<file path="config.mk">
export PLATFORM = sky130hd
export DESIGN_NAME = txab_ctrl
export DESIGN_NICKNAME = d
export VERILOG_FILES = /design/src/rtl/txab_pkg.sv /design/src/rtl/txab_slot.sv /design/src/rtl/txab_ctlmap.sv /design/src/rtl/txab_irq.sv /design/src/rtl/txab_ctrl.sv
export SDC_FILE = /design/constraint.sdc
export NUM_CORES = 1
export LEC_CHECK = 0
export BUFFER_PORTS_ARGS = -buffer_cell sky130_fd_sc_hd__buf_2
export CORE_MARGIN = 5
export CORE_UTILIZATION = 45
export DETAILED_ROUTE_END_ITERATION = 8
export PLACE_DENSITY = 0.77
export SLEW_MARGIN = 25
export SYNTH_ARGS = -nofsm -noshare
export SYNTH_HDL_FRONTEND = slang
export SYNTH_SLANG_ARGS = --single-unit
</file>
<file path="constraint.sdc">
create_clock -name clk -period 1.5 [get_ports clk]
set_input_delay 0.225 -clock clk [delete_from_list [all_inputs] [get_ports clk]]
set_output_delay 0.225 -clock clk [all_outputs]
set_load 0.02 [all_outputs]
</file>
<file path="src/rtl/txab_pkg.sv">
package txab_pkg;
   localparam int REG_W   = 8;
   localparam int ABT_LSB = 4;
   localparam int IE_LSB  = 0;
   localparam int MAX_BUF = 3;
endpackage

</file>
<file path="src/rtl/txab_slot.sv">
module txab_slot (
   input  logic clk,
   input  logic rst_n,
   input  logic soft_rst,
   input  logic sched_i,
   input  logic abt_set_i,
   input  logic ie_wr_i,
   input  logic ie_d_i,
   input  logic start_i,
   input  logic done_i,
   input  logic ok_i,
   output logic empty_o,
   output logic ack_o,
   output logic abt_o,
   output logic ie_o,
   output logic busy_o
);
   logic empty_q, ack_q, abt_q, ie_q, busy_q;
   logic fin_ok, fin_ab, grant, set_e, take_sched, take_start;

   assign fin_ok     = done_i & busy_q & ok_i;
   assign fin_ab     = done_i & busy_q & ~ok_i & abt_q;
   assign grant      = ~busy_q & abt_q;
   assign set_e      = fin_ok | fin_ab | grant;
   assign take_sched = sched_i & empty_q;
   assign take_start = start_i & ~empty_q & ~abt_q & ~busy_q;

   always_ff @(posedge clk or negedge rst_n) begin
      if (!rst_n) begin
         empty_q <= 1'b1;
         ack_q   <= 1'b0;
         abt_q   <= 1'b0;
         ie_q    <= 1'b0;
         busy_q  <= 1'b0;
      end else begin
         if (done_i && busy_q)
            busy_q <= 1'b0;
         else if (take_start)
            busy_q <= 1'b1;

         if (set_e) begin
            empty_q <= 1'b1;
            ack_q   <= fin_ab | grant;
         end else if (take_sched) begin
            empty_q <= 1'b0;
            ack_q   <= 1'b0;
         end

         if (soft_rst || set_e)
            abt_q <= 1'b0;
         else if (abt_set_i && !empty_q)
            abt_q <= 1'b1;

         if (soft_rst)
            ie_q <= 1'b0;
         else if (ie_wr_i)
            ie_q <= ie_d_i;
      end
   end

   assign empty_o = empty_q;
   assign ack_o   = ack_q;
   assign abt_o   = abt_q;
   assign ie_o    = ie_q;
   assign busy_o  = busy_q;
endmodule

</file>
<file path="src/rtl/txab_ctlmap.sv">
module txab_ctlmap
   import txab_pkg::*;
#(
   parameter int NBUF = 3
) (
   input  logic             wr_i,
   input  logic [REG_W-1:0] wdata_i,
   input  logic [NBUF-1:0]  abt_i,
   input  logic [NBUF-1:0]  ie_i,
   output logic [NBUF-1:0]  abt_set_o,
   output logic             ie_wr_o,
   output logic [NBUF-1:0]  ie_d_o,
   output logic [REG_W-1:0] rdata_o
);
   assign ie_wr_o = wr_i;

   always_comb begin
      rdata_o = '0;
      for (int b = 0; b < NBUF; b++) begin
         rdata_o[ABT_LSB + b] = abt_i[b];
         rdata_o[IE_LSB + b]  = ie_i[b];
      end
   end

   for (genvar g = 0; g < NBUF; g++) begin : g_dec
      assign abt_set_o[g] = wr_i & wdata_i[ABT_LSB + g];
      assign ie_d_o[g]    = wdata_i[IE_LSB + g];
   end
endmodule

</file>
<file path="src/rtl/txab_irq.sv">
module txab_irq #(
   parameter int NBUF = 3
) (
   input  logic [NBUF-1:0] empty_i,
   input  logic [NBUF-1:0] ie_i,
   output logic            irq_o
);
   assign irq_o = |(empty_i & ie_i);
endmodule

</file>
<file path="src/rtl/txab_ctrl.sv">
module txab_ctrl
   import txab_pkg::*;
#(
   parameter int NBUF = 3,
   localparam int IDXW = (NBUF > 1) ? $clog2(NBUF) : 1
) (
   input  logic             clk,
   input  logic             rst_n,
   input  logic             soft_rst,
   input  logic             ctl_wr,
   input  logic [REG_W-1:0] ctl_wdata,
   output logic [REG_W-1:0] ctl_rdata,
   input  logic             flag_wr,
   input  logic [NBUF-1:0]  flag_wdata,
   output logic [NBUF-1:0]  empty_o,
   output logic [NBUF-1:0]  ack_o,
   input  logic             tx_start,
   input  logic [IDXW-1:0]  tx_start_idx,
   input  logic             tx_done,
   input  logic [IDXW-1:0]  tx_done_idx,
   input  logic             tx_done_ok,
   output logic             irq_o
);
   if (NBUF < 1 || NBUF > MAX_BUF) begin : g_bad_nbuf
      $error("txab_ctrl: NBUF must lie in 1..%0d", MAX_BUF);
   end

   logic [NBUF-1:0] abt_w, ie_w, busy_w, abt_set_w, ie_d_w;
   logic            ie_wr_w;

   txab_ctlmap #(.NBUF(NBUF)) u_map (
      .wr_i      (ctl_wr),
      .wdata_i   (ctl_wdata),
      .abt_i     (abt_w),
      .ie_i      (ie_w),
      .abt_set_o (abt_set_w),
      .ie_wr_o   (ie_wr_w),
      .ie_d_o    (ie_d_w),
      .rdata_o   (ctl_rdata)
   );

   for (genvar g = 0; g < NBUF; g++) begin : g_slot
      txab_slot u_slot (
         .clk       (clk),
         .rst_n     (rst_n),
         .soft_rst  (soft_rst),
         .sched_i   (flag_wr & flag_wdata[g]),
         .abt_set_i (abt_set_w[g]),
         .ie_wr_i   (ie_wr_w),
         .ie_d_i    (ie_d_w[g]),
         .start_i   (tx_start & (tx_start_idx == IDXW'(g))),
         .done_i    (tx_done & (tx_done_idx == IDXW'(g))),
         .ok_i      (tx_done_ok),
         .empty_o   (empty_o[g]),
         .ack_o     (ack_o[g]),
         .abt_o     (abt_w[g]),
         .ie_o      (ie_w[g]),
         .busy_o    (busy_w[g])
      );
   end

   txab_irq #(.NBUF(NBUF)) u_irq (
      .empty_i (empty_o),
      .ie_i    (ie_w),
      .irq_o   (irq_o)
   );
endmodule

</file>
# Yosys cells after proc, flatten, opt, wreduce, memory -nomap -nowiden
# Cells that the tools add are included.
# totals
regBits	15
in_bits	23
out_inout_bits	15
wordCells	130
# classes
n_eq_ne	4
muxes	27
n_bitwise	59
reduce_logical	25
# ops
operator	n
1-bit bitwise AND	39
1-bit two-way mux	27
2-bit nonzero test	10
1-bit NOT	10
1-bit OR	9
1-bit logical AND	6
2-bit by 1-bit == test with 1-bit output (second input constant)	2
2-bit == test (second input constant)	2
2-bit logical NOT	2
3-bit bitwise AND	1
1-bit logical NOT	3
1-bit logical OR	3
3-bit OR reduction	1

# Longest topological paths before layout
# logic_depth
ltp_word	9
depth_mapped	3
mapped_depth_nobuf	3

# Hierarchy
# A second synthesis with hierarchy kept.
# hier_totals
hier_cells	93
area_unflattened_um2	914.6
# by_module_without_submodules
mod	instances	cells_each	area_per_inst_um2	seq_area_each_um2
txab_slot	3	22	236.5	126.4
txab_ctlmap	1	16	112.6	0.0
txab_ctrl	1	9	78.8	0.0
txab_irq	1	2	13.8	0.0

# Worst setup path before layout
# Ideal clock, no wire load.
# synth_timing
kind	register -> register
from	reg g_slot[2].u_slot.abt_q
to	reg g_slot[2].u_slot.busy_q
setup_ns	0.083
arrival_time_ns	0.996
required_time_ns	1.417
path_slack_ns	0.421
stages_incl_launch_ff	3
path_buffers	0
period_less_slack_ns	1.079
cell_sequence	dfrtp_1 -> or4_1 -> o21ai_0
# synth_via
elab_chain_len	4
# synth_lines
element	line_no	source
from (decl)	txab_slot.sv:18	logic empty_q, ack_q, abt_q, ie_q, busy_q;
from (signal assigned)	txab_slot.sv:32	abt_q <= 1'b0;
from (signal assigned)	txab_slot.sv:50	abt_q <= 1'b0;
from (signal assigned)	txab_slot.sv:52	abt_q <= 1'b1;
1-bit NOT	txab_slot.sv:26	assign take_start = start_i & ~empty_q & ~abt_q & ~busy_q;
1-bit bitwise AND (2 in a row)	txab_slot.sv:26	
2-bit nonzero test (no source line)	n/a	
to (signal assigned)	txab_slot.sv:34	busy_q <= 1'b0;
to (signal assigned)	txab_slot.sv:37	busy_q <= 1'b0;
to (signal assigned)	txab_slot.sv:39	busy_q <= 1'b1;
to (decl)	txab_slot.sv:18	
# Every way passes these cells.
# A chain may end at the register's enable or synchronous reset.

# Worst setup path after layout
# layout_timing
from	reg g_slot[0].u_slot.empty_q
to	out irq_o
# layout_via
elab_chain_len	2
# layout_lines
element	line_no	source
from (decl)	txab_slot.sv:18	
from (signal assigned)	txab_slot.sv:30	empty_q <= 1'b1;
from (signal assigned)	txab_slot.sv:42	empty_q <= 1'b1;
from (signal assigned)	txab_slot.sv:45	empty_q <= 1'b0;
3-bit bitwise AND	txab_irq.sv:8	assign irq_o = |(empty_i & ie_i);
3-bit OR reduction	txab_irq.sv:8	
to (decl)	txab_ctrl.sv:22	output logic irq_o
# Every way passes these cells.

==> results.yml <==
sta:
  hold_violations: 0
  skew_ps: 7.45
  holdWs_ps: 177
  min_period_ps: 1470
  setup_viol: 0
  fin_crit_sh: 0.983
  max_freq_ghz: 0.678
  drv_slew: 0
  tns_ps: 0
  grt_setup_unrepaired: "yes"
power:
  ir_drop_uv: 873
  p_per_area_mw_per_mm2: 1540
  leakagePower_nw: 0.509
worst_setup_path:
  cp.required_ps: 1270
  crit_fanout: 6
  critPathLaunchType: "flop"
  worst-setup-path-type: "reg2out"
  r2r_cells: 2
  crit_arrival_ps: 1250
  end_kind: "primary output"
route:
  vias: 691
  routed_wl_um: 1800
  first_pass_iters: 4
  route.detailed.drc: 0
  wl_per_cell_um: 13.0
  ant_nets: 0
  drtIter0Drc: 13
  viasPerCell: 5.01
global_route:
  overflow: 0
  grt_max_degree: 16
  grt_usage: 0.150
  grt_pass1_vias: 687
  grt_pass1_wl_um: 3020
  antenna_found_initial: 0
synthesis:
  ys_warn_count: 0
  synth_edf_count: 0
  synth_top_area_cell: "dfrtp_1"
  synth_area_um2: 830
  syn_inst: 88
  ys_ff_latch: 15
  synth_seq_area_share: 0.457
  synth_common_cells: "buf_4 (14), dfrtp_1 (12), a21oi_1 (11)"
  postSynth.asyncResetShare: 1.00
  ys.flop_type: "dfrtp_1"
  synth.most_common_cell: "buf_4"
  syn_area_per_cell_um2: 9.43
  synthTopCellsByArea: "dfrtp_1 (36%), buf_4 (13%), dfstp_2 (9.5%)"
  netlist.area_leader.share: 0.362
  synth_cell_type_count: 24
clocking:
  cts_max_path_buffers: 2
  clk_latency_ps: 280
  cts_tree: "done"
  clock_sinks: 15
  cts_root_buf: "clkbuf_4"
  htree_levels: 1
  numCtsBuffers: 3
  clkTransAtPathRegs_ps: 100
run_status:
  status: "completed"
cells_and_area:
  n_antenna_cell: 0
  layout-drive-gt1-share: 0.381
  areaGrowthSynthToFinish_pct: 17.2
  final_nets: 137
  instances_no_fill: 138
  fillers: 182
  final_util: 0.557
floorplan:
  fp.dieW_um: 52.9
  ios: 38
  core_area_mm2: 0.00175
  die_y_um: 52.9
  rows: 15
  die_area_mm2: 0.00280
  start_util: 0.475
flow_run:
  cap_violations: 0
hold_path:
  min_path_cells: 2
  worst_hold_path_type: "in2reg"
placed_design:
  hpwl_um: 1430
  portBuffers: 33
  dp_cells: 132
  routabilityCongestion: 0.725
## cell type report
cell class,instances,area [µm²],share of cell area
timing repair buffer,35,189,0.194
tap,25,31.3,0.0322
clock inverter,1,5.00,0.00515
multi-input combinational,54,327,0.336
clock buffer,3,22.5,0.0232
sequential,15,379,0.390
inverter,5,18.8,0.0193
## flip-flops by register name (all words and copies together), names as in the netlist
signal,count
g_slot.u_slot.abt_o,3
g_slot.u_slot.ack_o,3
g_slot.u_slot.busy_o,3
g_slot.u_slot.empty_o,3
g_slot.u_slot.ie_o,3
## placed cells by master, fill, tap and decap left out, types with 2 or more instances in the layout
cell and count:
a21o_1 3, a21oi_1 11, a31oi_1 3, buf_2 32, clkbuf_4 3, conb_1 2
dfrtp_1 12, dfstp_2 3, inv_1 5, mux2i_1 3, nand2_1 5, nand3_1 6
nand3b_1 2, nor2_1 3, nor3_1 3, o21a_1 3, o21ai_0 2, or4_1 2
## path summary, 6_finish.rpt
kind	start	end	slack (ps)
setup / recovery	g_slot[0].u_slot.empty_o	irq_o	30
hold / removal	soft_rst	g_slot[0].u_slot.ie_o	180
setup reg to reg	g_slot[2].u_slot.abt_o	g_slot[2].u_slot.busy_o	350
hold reg to reg	g_slot[0].u_slot.empty_o	g_slot[0].u_slot.empty_o	550
max in group asynchronous	rst_n	g_slot[0].u_slot.empty_o	840
min in group asynchronous	rst_n	g_slot[0].u_slot.ack_o	370
## metal layers
| layer | global-route usage | vias up | part of all wire |
|---|---|---|---|
| li1 | - | 348 | - |
| met1 | 0.197 | 311 | 0.46 |
| met2 | 0.221 | 30 | 0.44 |
| met3 | 0.0423 | 2 | 0.10 |
| met4 | 0.0766 | 0 | 0.0039 |
| met5 | 0 | - | 0 |
## power by group
| part | total, W | internal, W | switching, W |
|---|---|---|---|
| logic | 0.000554 | 0.000246 | 0.000308 |
| clock network | 0.000235 | 0.0000990 | 0.000136 |
| registers | 0.000703 | 0.000558 | 0.000146 |
## worst max-delay path: stages, from the launching register on
cell,delay (ps)
dfstp_2,410
a222oi_1,330
inv_1,90
buf_6,140
## cell families after synthesis
family / count (synthesis) / synth area share
AO/OA/AOI/OAI: 25 / 0.190
AND/OR/NAND/NOR: 24 / 0.158
buffers and inverters: 20 / 0.154
flip-flops: 15 / 0.457
multiplexers: 3 / 0.0362
other: 1 / 0.00452
## timing repair
item	4_1_cts	5_1_grt
hold buffers	1	0
hold endpoints to repair	12	0
setup endpoints to repair	0	1
resized for setup	0	2
buffers inserted	0	1
## metrics by stage
| step | total power [W] | area [µm²] | setup slack, ps |
|---|---|---|---|
| finish | 0.00149 | 972 | 25.9 |
| global route | 0.00162 | 972 | -86.8 |
| CTS | 0.00149 | 958 | 22.4 |
| detailed placement | 0.00126 | 921 | 355 |
| global placement | 0.00123 | 921 | 353 |
| floorplan | 0.00118 | 833 | 421 |
Power figures use the tool's default switching activity.
